<file path="config.mk">
export PLATFORM = sky130hd
export DESIGN_NAME = dma_pace_guard
export DESIGN_NICKNAME = d
export VERILOG_FILES = /design/src/rtl/dpg_pkg.sv /design/src/rtl/dpg_datapath.sv /design/src/rtl/dpg_ctrl.sv /design/src/rtl/dma_pace_guard.sv
export SDC_FILE = /design/constraint.sdc
export NUM_CORES = 1
export LEC_CHECK = 0
export ABC_AREA = 0
export BUFFER_PORTS_ARGS = -buffer_cell sky130_fd_sc_hd__clkbuf_2
export CAP_MARGIN = 30
export CORE_MARGIN = 2
export CORE_UTILIZATION = 40
export DETAILED_ROUTE_END_ITERATION = 8
export HOLD_SLACK_MARGIN = 0.06
export PLACE_DENSITY = 0.65
export SETUP_SLACK_MARGIN = 0.2
export SLEW_MARGIN = 20
export SYNTH_ARGS = -nofsm -noshare
export SYNTH_HDL_FRONTEND = slang
export SYNTH_SLANG_ARGS = --single-unit
</file>
<file path="constraint.sdc">
create_clock -name clk -period 6.7 [get_ports clk]
set_clock_uncertainty 0.15 [all_clocks]
set_input_delay 0 -clock clk [delete_from_list [all_inputs] [get_ports clk]]
set_output_delay 0 -clock clk [all_outputs]
set_load 0.02 [all_outputs]
</file>
<file path="src/rtl/dpg_pkg.sv">
package dpg_pkg;
  // strobes from control to datapath
  typedef struct packed {
    logic loadSpace;
    logic reloadMon;
    logic decMon;
  } dpg_strobe_t;

  // counter status from datapath back to control
  typedef struct packed {
    logic spaceIdle;
    logic monIsZero;
    logic monIsOne;
  } dpg_status_t;
endpackage

</file>
<file path="src/rtl/dpg_datapath.sv">
module dpg_datapath
  import dpg_pkg::*;
#(
  parameter int THROTTLE_W = 16,
  parameter int MONITOR_W  = 32
) (
  input  logic                  clk,
  input  logic                  rst_n,
  input  dpg_strobe_t           strb,
  input  logic [THROTTLE_W-1:0] throttleCount,
  input  logic [MONITOR_W-1:0]  monitorCount,
  output dpg_status_t           stat,
  output logic [MONITOR_W-1:0]  monCur
);
  localparam logic [THROTTLE_W-1:0] SPACE_ZERO = '0;
  localparam logic [MONITOR_W-1:0]  MON_ZERO   = '0;
  localparam logic [MONITOR_W-1:0]  MON_ONE    = MON_ZERO + 1'b1;

  logic [THROTTLE_W-1:0] spaceCnt;

  // spacing counter: restarts on an accepted request
  always_ff @(posedge clk or negedge rst_n) begin
    if (!rst_n)                  spaceCnt <= SPACE_ZERO;
    else if (strb.loadSpace)     spaceCnt <= throttleCount;
    else if (spaceCnt != SPACE_ZERO) spaceCnt <= spaceCnt - 1'b1;
  end

  // deadline counter: load has priority over decrement
  always_ff @(posedge clk or negedge rst_n) begin
    if (!rst_n)              monCur <= MON_ZERO;
    else if (strb.reloadMon) monCur <= monitorCount;
    else if (strb.decMon)    monCur <= monCur - 1'b1;
  end

  always_comb begin
    stat.spaceIdle = (spaceCnt == SPACE_ZERO);
    stat.monIsZero = (monCur == MON_ZERO);
    stat.monIsOne  = (monCur == MON_ONE);
  end

  a_r1_spacing_starts: assert property (@(posedge clk) disable iff (!rst_n)
    (strb.loadSpace && throttleCount != SPACE_ZERO) |=> !stat.spaceIdle);

  a_r5_reload_value: assert property (@(posedge clk) disable iff (!rst_n)
    strb.reloadMon |=> (monCur == $past(monitorCount)));

  a_r6_step_down: assert property (@(posedge clk) disable iff (!rst_n)
    strb.decMon |=> (monCur == $past(monCur) - 1'b1));

  a_r7_hold_zero: assert property (@(posedge clk) disable iff (!rst_n)
    (monCur == MON_ZERO && !strb.reloadMon) |=> (monCur == MON_ZERO));
endmodule

</file>
<file path="src/rtl/dpg_ctrl.sv">
module dpg_ctrl
  import dpg_pkg::*;
#(
  parameter int              THROTTLE_W = 16,
  parameter int              ERR_W      = 4,
  parameter logic [ERR_W-1:0] DEADLINE_CODE = 4'h6
) (
  input  logic                  clk,
  input  logic                  rst_n,
  input  logic                  chanReq,
  input  logic                  chanGrant,
  input  logic                  unitActive,
  input  logic                  unitDone,
  input  logic                  wrapPulse,
  input  logic                  cfgWrite,
  input  logic                  errClear,
  input  logic [THROTTLE_W-1:0] throttleCount,
  input  dpg_status_t           stat,
  output dpg_strobe_t           strb,
  output logic                  gatedReq,
  output logic                  errFlag,
  output logic [ERR_W-1:0]      errCode
);
  localparam logic [THROTTLE_W-1:0] STOP_ALL = '1;

  logic stopAll;
  logic expire;

  always_comb begin
    stopAll        = (throttleCount == STOP_ALL);
    gatedReq       = chanReq && stat.spaceIdle && !stopAll;
    strb.loadSpace = gatedReq && chanGrant;
    strb.reloadMon = cfgWrite || unitDone || wrapPulse;
    strb.decMon    = !strb.reloadMon && unitActive && !stat.monIsZero;
    expire         = strb.decMon && stat.monIsOne;
    errCode        = errFlag ? DEADLINE_CODE : '0;
  end

  // sticky flag, a new expiry beats the clear strobe
  always_ff @(posedge clk or negedge rst_n) begin
    if (!rst_n)        errFlag <= 1'b0;
    else if (expire)   errFlag <= 1'b1;
    else if (errClear) errFlag <= 1'b0;
  end

  a_r7_expiry_flags: assert property (@(posedge clk) disable iff (!rst_n)
    (strb.decMon && stat.monIsOne) |=> errFlag);

  a_r10_flag_sticky: assert property (@(posedge clk) disable iff (!rst_n)
    (errFlag && !errClear) |=> errFlag);

  a_r4_no_req_no_grant: assert property (@(posedge clk) disable iff (!rst_n)
    (!chanReq) |-> !strb.loadSpace);
endmodule

</file>
<file path="src/rtl/dma_pace_guard.sv">
module dma_pace_guard
  import dpg_pkg::*;
#(
  parameter int THROTTLE_W = 16,
  parameter int MONITOR_W  = 32,
  parameter int ERR_W      = 4
) (
  input  logic                  clk,
  input  logic                  rst_n,
  input  logic                  chanReq,
  input  logic                  chanGrant,
  input  logic                  unitActive,
  input  logic                  unitDone,
  input  logic                  wrapPulse,
  input  logic                  cfgWrite,
  input  logic                  errClear,
  input  logic [THROTTLE_W-1:0] throttleCount,
  input  logic [MONITOR_W-1:0]  monitorCount,
  output logic                  gatedReq,
  output logic [MONITOR_W-1:0]  monitorCur,
  output logic                  errFlag,
  output logic [ERR_W-1:0]      errCode
);
  dpg_strobe_t strb;
  dpg_status_t stat;

  dpg_ctrl #(.THROTTLE_W(THROTTLE_W), .ERR_W(ERR_W)) u_ctrl (
    .clk(clk), .rst_n(rst_n), .chanReq(chanReq), .chanGrant(chanGrant),
    .unitActive(unitActive), .unitDone(unitDone), .wrapPulse(wrapPulse),
    .cfgWrite(cfgWrite), .errClear(errClear), .throttleCount(throttleCount),
    .stat(stat), .strb(strb), .gatedReq(gatedReq), .errFlag(errFlag),
    .errCode(errCode)
  );

  dpg_datapath #(.THROTTLE_W(THROTTLE_W), .MONITOR_W(MONITOR_W)) u_dp (
    .clk(clk), .rst_n(rst_n), .strb(strb), .throttleCount(throttleCount),
    .monitorCount(monitorCount), .stat(stat), .monCur(monitorCur)
  );
endmodule

</file>
After elaboration in Yosys (flattened, before gate mapping)
Index checks and enable logic that the tools add are counted.
Storage, ports and cells
  bits in registers: 49
  latch bits: 0
  RAM bits: 0
  bits in read-only memories: 0
  bits of input ports: 57
  output and inout port bits: 38
  word-level logic and storage cells: 31
  memories: 0
Cells by class
  $add $sub $neg: 2
  $mul: 0
  divide/modulo/power cells: 0
  $lt $le $gt $ge: 0
  equal/unequal tests: 2
  shift-type cells: 0
  multiplexer cells: 7
  bitwise logic cells: 0
  reductions and logical operators: 17
Operator list (count)
  two-way mux 32 bit: 2
  equality test 32 x 1 -> 1 bit, second input constant: 1
  logical NOT 32 bit: 1
  two-way mux 16 bit: 2
  subtractor 32 x 1 -> 32 bit, second input constant: 1
  equality test 16 bit, second input constant: 1
  logical NOT 16 bit: 1
  nonzero test 16 bit: 1
  subtractor 16 x 1 -> 16 bit, second input constant: 1
  logical AND 1 bit: 6
  nonzero test 2 bit: 3
  logical NOT 1 bit: 3
  two-way mux 3 bit: 1
  logical OR 1 bit: 2
  two-way mux 1 bit: 2

Logic depth before layout (Yosys ltp)
Gate-level depths: netlist (run 1).
  depth in word-level cells: 7
  mapped depth: 9
  mapped depth without buffers: 8

Hierarchy
From an unflattened synthesis (run 1), not the netlist that was laid out.
Unflattened totals
  cells, all modules: 337
  area total of the unflattened synthesis: 2992.9 um2
By module, submodules not included
  dpg_datapath: instances 1, cells an instance 317, area an instance 2826.5 um2, seq. area each 1201.2 um2
  dpg_ctrl: instances 1, cells an instance 20, area an instance 166.4 um2, seq. area each 25.0 um2

Worst setup path after synthesis (run 1)
OpenSTA, ideal clock, no wires.
  kind: reg-to-reg
  start point: register u_dp.monCur[0]
  end point: register u_dp.monCur[1]
  library setup time: 76 ps
  arrival: 2189 ps
  data required time: 6474 ps
  slack: 4284 ps
  cell stages (with the launch flop): 10
  path buffers: 1
  clock period less this slack: 2416 ps
  path through: dfrtp_1 > inv_1 > ha_1 > nor3b_2 > nand2_1 > or4_4 > buf_6 > nand2_4 > mux2_1 > o21ai_1
On the way
  longest elaborated chain between the ends: 4
  elaborated cells between the ends (all ways): 7
  those cells by class: 1 x add/sub; 2 x mux; 4 x reduce/logical
Ends and longest elaborated chain
  from (decl): line dpg_datapath.sv:13  | output logic [MONITOR_W-1:0] monCur
  from (signal assigned): line dpg_datapath.sv:31  | else if (strb.reloadMon) monCur <= monitorCount;
  from (signal assigned): line dpg_datapath.sv:32  | else if (strb.decMon) monCur <= monCur - 1'b1;
  branches (longest 4 deep; another with subtractor 32 x 1 -> 32 bit)
Parallel ways; which one is timed is not known. The select of a mux whose other input is x is not followed.
A chain may end at the register's enable or synchronous reset.

Worst setup path in the final report (run 1)
  start point: register u_dp.spaceCnt[11]
  end point: register u_dp.spaceCnt[10]
On the way
  longest elaborated chain between the ends: 5
  elaborated cells between the ends (all ways): 7
  those cells by class: 1 x mux; 6 x reduce/logical
Ends and longest elaborated chain
  from (decl): line dpg_datapath.sv:19  | logic [THROTTLE_W-1:0] spaceCnt;
  from (signal assigned): line dpg_datapath.sv:24  | else if (strb.loadSpace) spaceCnt <= throttleCount;
  from (signal assigned): line dpg_datapath.sv:25  | else if (spaceCnt != SPACE_ZERO) spaceCnt <= spaceCnt - 1'b1;
  logical NOT 16 bit: line dpg_datapath.sv:36  | stat.spaceIdle = (spaceCnt == SPACE_ZERO);
  logical AND 1 bit (2 in series): line dpg_ctrl.sv:31  | gatedReq = chanReq && stat.spaceIdle && !stopAll;
  logical AND 1 bit: line dpg_ctrl.sv:32  | strb.loadSpace = gatedReq && chanGrant;
  two-way mux 16 bit / nonzero test 2 bit (equally long branches)
Several ways; a longest one is shown, not always the timed one.

==> summary.txt, run 1 <==
Status
  • Outcome: completed

Drt
  • Routed len/inst: 13.9 um
  • Antenna viol nets, final: 0
  • WL met1: 3.51 mm
  • Max layer used: met4
  • Post-route DRC: 0
  • Met2 wire len: 3.94 mm
  • Initial DRC count: 129
  • Routed wl met3: 424 um
  • First-pass detailed-route iteration total: 4
  • DRT Wirelength: 7.95 mm
  • DR vias/cell: 5.13
  • Vias: 2,928

Finish
  • Fillers: 666
  • Area growth, synth to finish: 39.9%
  • Fin util: 58.0%
  • Fin area: 4230 sq um
  • Final cell count without fillers: 571
  • # diodes: 0
  • Fin nets: 532
  • Ratio of cells with drive above 1 in the final layout: 26.3%

Synth
  • Syn. warnings: 0
  • Top-count cell post-synth: dfrtp_1
  • Post-synth top area cell: dfrtp_1
  • Top cells by area, synth: dfrtp_1, nand2_1, xnor2_1, xor2_1, o21ai_0
  • Register area share after synthesis: 40.6%
  • Synth Instances: 326
  • Synth top cells by count: dfrtp_1, nand2_1, nor2_1, o21ai_0
  • Ys flop type: dfrtp_1
  • Distinct cells, synth: 60
  • Synth Cell Area: 3020 sq um
  • Async SR Flop Fraction: 100%
  • Top-area cell type share of the netlist area: 40.6%
  • Number of synthesized register bits: 49
  • Number of synthesized flops with an enable pin: 0
  • Syn avg cell area: 9.27 sq um

STA
  • Tmin final: 3.05 ns
  • Least-Margin Pin Slew: 0.695 ns
  • Final WS setup: 3.65 ns
  • RSZ-0062 raised after global routing: no
  • Slew Limit Fails: 0
  • Final setup fails: 0
  • Post-Route Setup TNS: 0 ns
  • Maximum clock rate: 328 MHz
  • Count of final hold-check violations: 0
  • Slew HR: 53.3%
  • Final period util: 45.5%

Power
  • Int Power: 0.559 mW
  • Pwr dens: 193 nW/um^2
  • Leak: 1.82 nW
  • VDD IR-drop max: 0.148 mV
  • Seq pwr share: 49.4%
  • Comb power frac: 23.6%
  • Clock network fraction of total power: 27.0%
  • Sw frac: 31.5%
  • Psw: 0.257 mW

Critical path
  • Worst Path Max Fanout: 13
  • Startpoint Class: register
  • Crit. End Element: register
  • Critical Path AT: 3.13 ns
  • CP Class: reg2reg
  • Reg2reg setup slack: 3.65 ns
  • CP required: 6.78 ns

Floorplan
  • Die area: 8270 sq um
  • # IOs: 95
  • FP Rows: 31
  • Core ar.: 7290 sq um
  • Initial Util: 41.5%
  • Die height: 90.9 um
  • Die W: 90.9 um

CTS
  • Clk_lat worst skew: 0.29 ns
  • CTS Root Cell: clkbuf_8
  • H-Tree Depth: 2
  • Max Buffers Root-to-Sink: 2
  • TritonCTS buffer count: 5
  • Clock transition at the registers of the reported paths: 0.09 ns
  • CTS sink count: 49
  • CTS tree: yes

GRT
  • Initial antenna violation count: 0
  • Largest net degree at the start of global routing: 63
  • Number of global-route vias before repair: 2,856
  • First-pass GRT wire length: 13.5 mm
  • GRT Total Usage: 19.8%
  • GRT overflow: 0

Placed design
  • I/O Buffers: 92
  • Routability cong.: 0.858
  • Dpl hpwl: 5.52 mm
  • DP Cell Count: 504
  • Post-DP Area: 3500 sq um
  • Pre-CTS setup slack: 3.98 ns

Job
  • Total of max-cap violations: 0

Hold path
  • HP Class: in2reg
worst max-delay path: stages, from the launching register on:
cell	delay, ns
dfrtp_1	0.43
nor4_1	0.44
nand4_1	0.50
nor3_2	0.72
nand2_1	0.10
dlygate4sd3_1	0.58
nand2_1	0.07
state kept, by name, indices dropped and copies added, names as in the netlist:
| register | flops |
|---|---|
| u_dp.spaceCnt | 16 |
| u_dp.monCur | 32 |
| u_ctrl.errFlag | 1 |
power by group through the flow:
stage               clock, mW  sequential (mW)  combinational (mW)
floorplan                   0            0.415              0.0942
global placement            0            0.405               0.163
detailed placement          0            0.408               0.166
CTS                     0.226            0.403               0.192
global route            0.238            0.412               0.216
finish                  0.220            0.404               0.193
layout make-up:
| cell class | count | area, sq um | area share (%) |
|---|---|---|---|
| clock buffers | 7 | 86.3 | 2.04 |
| multi-input cells | 254 | 1650 | 39.1 |
| well taps | 99 | 124 | 2.93 |
| flip-flops and latches | 49 | 1230 | 29.0 |
| clock inverters | 1 | 30.0 | 0.710 |
| inverters | 9 | 33.8 | 0.799 |
| repair buffers | 152 | 1080 | 25.5 |
per-stage QoR:
| step | hold WS [ns] | total power, mW |
|---|---|---|
| after floorplan | -0.446 | 0.509 |
| after global placement | 0.00654 | 0.568 |
| after CTS | 0.0641 | 0.820 |
| after global routing | 0.0854 | 0.866 |
| after detailed placement | 0.0103 | 0.574 |
| final | 0.0689 | 0.817 |
path summary, 6_finish.rpt:
path	startpoint	endpoint	depth (start not counted)
setup reg to reg	u_dp.spaceCnt[11]	u_dp.spaceCnt[10]	6
max in group asynchronous	rst_n	u_dp.monCur[28]	3
setup / recovery	u_dp.spaceCnt[11]	u_dp.spaceCnt[10]	6
hold / removal	unitActive	u_dp.monCur[4]	4
hold reg to reg	u_dp.spaceCnt[13]	u_dp.spaceCnt[13]	1
min in group asynchronous	rst_n	u_dp.monCur[13]	3
kinds of logic after synthesis:
| kind of cell | count (synthesis) | share of synthesized area (%) |
|---|---|---|
| AND/OR/NAND/NOR | 147 | 28.9 |
| adder cells (fa/ha/maj) | 4 | 1.66 |
| multiplexers | 1 | 0.372 |
| other | 1 | 0.124 |
| XOR/XNOR | 32 | 9.27 |
| flip-flops | 49 | 40.6 |
| AO/OA/AOI/OAI | 68 | 14.1 |
| buffers and inverters | 24 | 4.97 |
layout by cell type (no fill, tap or decap), types with 4 or more instances in the layout:
cell            n
a21oi_1        14
nor4_1         11
dlygate4sd3_1  58
clkbuf_8        6
dfrtp_1        49
inv_1           9
nor3_1          9
clkbuf_2       92
nand3_1         7
nor4_2          4
xnor2_1        16
nand2_1        45
o21ai_1        10
xor2_1         16
o21ai_0        19
nor2_1         19
nand4_1        10
or3_1           4
ha_1            4
a211oi_1        5
and2_1          5
routing by layer:
metal	vias to the layer above	GRT usage, %
met2	92	33.9
met4	0	3.79
met3	8	2.99
met5	-	0
li1	1463	-
met1	1365	26.8
what timing repair did:
action                                  in CTS  in global routing
hold buffers                                58                  0
hold endpoints to repair                    98                  0
endpoints found under the setup margin       0                  0
resized for setup                            0                  0
buffers inserted                             0                  0
(Power assumes the default switching activity.)
==> inputs of run 2 (changes only) <==
- clock period: 6.7 -> 3.2 ns (I/O delays scaled with it)
==> summary.txt, run 2 (synthesis results as in run 1) <==
Status
  • Outcome: completed

Drt
  • First-pass detailed-route iteration total: 4 (unchanged)
  • Antenna viol nets, final: 0 (unchanged)
  • Post-route DRC: 0 (unchanged)
  • Initial DRC count: 79 (-39%)
  • DR vias/cell: 5.17 (+0.85%)
  • DRT Wirelength: 8.17 mm (+2.8%)
  • Routed len/inst: 14.3 um (+2.6%)
  • Vias: 2,958 (+1.0%)

GRT
  • Number of global-route vias before repair: 2,963 (+3.7%)
  • GRT Total Usage: 20.3% (+0.50 points)
  • Largest net degree at the start of global routing: 63 (unchanged)
  • Initial antenna violation count: 0 (unchanged)
  • First-pass GRT wire length: 13.8 mm (+1.9%)
  • GRT overflow: 0 (unchanged)

Finish
  • Area growth, synth to finish: 39.5%
  • Fin area: 4220 sq um (-0.27%)
  • # diodes: 0 (unchanged)
  • Ratio of cells with drive above 1 in the final layout: 26.6% (+0.37 points)
  • Final cell count without fillers: 572 (+0.18%)
  • Most frequent cells in the layout: clkbuf_2, dlygate4sd3_1, dfrtp_1
  • Most common cell after layout, fill and taps aside: clkbuf_2
  • Top flop regs: u_dp.monCur x32, u_dp.spaceCnt x16, u_ctrl.errFlag x1
  • Fin nets: 534 (+0.38%)
  • Top reg by flops: u_dp.monCur
  • Fin util: 57.8% (-0.15 points)
  • Max reg flops: 32 (unchanged)

STA
  • Slew Limit Fails: 0 (unchanged)
  • Final WS setup: 0.404 ns (-3.25 ns)
  • Post-Route Setup TNS: 0 ns (unchanged)
  • Count of final hold-check violations: 0 (unchanged)
  • Slew HR: 57.7% (+4.5 points)
  • Tmin final: 2.80 ns (-0.254 ns)
  • Final setup fails: 0 (unchanged)
  • Final period util: 87.4% (+42 points)
  • RSZ-0062 raised after global routing: no
  • Least-Margin Pin Slew: 0.629 ns (-0.0662 ns)
  • Maximum clock rate: 358 MHz (+9.1%)

Floorplan
  • Initial Util: 41.5% (unchanged)
  • # IOs: 95 (unchanged)
  • FP Rows: 31 (unchanged)
  • Die W: 90.9 um (unchanged)
  • Die height: 90.9 um (unchanged)
  • Core ar.: 7290 sq um (unchanged)
  • Die area: 8270 sq um (unchanged)

Power
  • Comb power frac: 25.1% (+1.5 points)
  • Pwr dens: 386 nW/um^2 (+100%)
  • Leak: 1.83 nW (+0.30%)
  • Psw: 0.535 mW (+110%)
  • VDD IR-drop max: 0.217 mV (+46%)
  • Sw frac: 32.9% (+1.4 points)
  • Seq pwr share: 52.2% (+2.8 points)
  • Int Power: 1.09 mW (+95%)
  • Clock network fraction of total power: 22.8% (-4.2 points)

CTS
  • CTS Root Cell: clkbuf_8
  • CTS sink count: 49 (unchanged)
  • TritonCTS buffer count: 5 (unchanged)
  • Clk_lat worst skew: 0.30 ns (about the same)
  • Clock transition at the registers of the reported paths: 0.09 ns (about the same)
  • CTS tree: yes
  • H-Tree Depth: 2 (unchanged)
  • Max Buffers Root-to-Sink: 2 (unchanged)
  • Post-CTS Setup Inserts: 0 (unchanged)

Placed design
  • Routability cong.: 0.932 (+8.6%)
  • Post-DP Area: 3530 sq um (+0.64%)
  • I/O Buffers: 92 (unchanged)
  • Pre-CTS setup slack: 0.725 ns (-3.26 ns)
  • DP Cell Count: 507 (+0.60%)
  • Dpl hpwl: 5.75 mm (+4.3%)

Critical path
  • CP Class: reg2reg
  • Reg2reg setup slack: 0.40 ns (-3.25 ns)
  • Worst r2r dst: u_dp.monCur[0]
  • Startpoint Class: register
  • R2R Path Start: u_dp.monCur[0]
  • Critical Path AT: 2.83 ns (-0.30 ns)
  • Crit. End Element: register
  • Reg2reg path depth: 9 (+3)
  • Worst Path Max Fanout: 7 (-6)
  • CP required: 3.24 ns (-3.54 ns)

Job
  • Total of max-cap violations: 0 (unchanged)

Hold path
  • HP Class: in2async
run 2: cell types whose count changed in the layout (fill, tap and decap cells not counted):
cell           delta
nor3b_4           +1
buf_4             +3
nor3b_2           -1
bufinv_16         -1
dlygate4sd3_1     -1
run 2: timing repair:
item / 4_1_cts / 5_1_grt
setup endpoints to repair: 0 / 1
resized for setup: 0 / 1
hold endpoints to repair: 69 / 0
hold buffers: 57 / 0
run 2: worst max-delay path: stages (launching register included):
cell and delay, ns:
dfrtp_1 0.44, inv_1 0.12, ha_1 0.20, nor3b_4 0.30, nand2_1 0.12, or4_4 0.50, nand2_4 0.12, xnor2_1 0.13
o21ai_2 0.06, dlygate4sd3_1 0.56
run 2: cell type report:
type | instances | area, sq um
Fill cell | 665 | 3080
Multi-Input combinational cell | 254 | 1660
Sequential cell | 49 | 1230
Timing Repair Buffer | 154 | 1090
Tap cell | 99 | 124
Clock buffer | 7 | 86.3
Inverter | 9 | 33.8
run 2: how the worst max path moves through the flow:
stage,start,endpoint,slack [ns]
2_1_floorplan,u_dp.monCur[0],u_dp.monCur[1],0.78
4_1_cts,u_dp.monCur[1],u_dp.monCur[0],0.35
3_5_place_dp,u_dp.monCur[0],u_dp.monCur[1],0.73
6_report,u_dp.monCur[0],u_dp.monCur[0],0.40
5_1_grt,u_dp.monCur[1],u_dp.monCur[0],0.21
3_3_place_gp,u_dp.monCur[0],u_dp.monCur[1],0.83
run 2: metrics by stage:
step	power [mW]	hold slack (ns)
floorplan	1.07	-0.446
global placement	1.20	-0.146
detailed placement	1.21	-0.140
CTS	1.63	0.0614
global route	1.74	0.0839
finish	1.63	0.0488
run 2: layer usage:
| metal | global-route usage, % | vias up | routed length (um) |
|---|---|---|---|
| met5 | 0 | - | 0 |
| met4 | 6.31 | 0 | 146 |
| met3 | 4.07 | 14 | 387 |
| met2 | 35.4 | 88 | 4100 |
| met1 | 25.2 | 1383 | 3530 |
| li1 | - | 1473 | - |
run 2: power by group through the flow:
stage          registers [mW]  logic (mW)  clock network [mW]
2_1_floorplan           0.869       0.197                   0
3_3_place_gp            0.853       0.343                   0
3_5_place_dp            0.856       0.350                   0
4_1_cts                 0.846       0.405               0.383
5_1_grt                 0.870       0.454               0.413
6_report                0.848       0.407               0.370
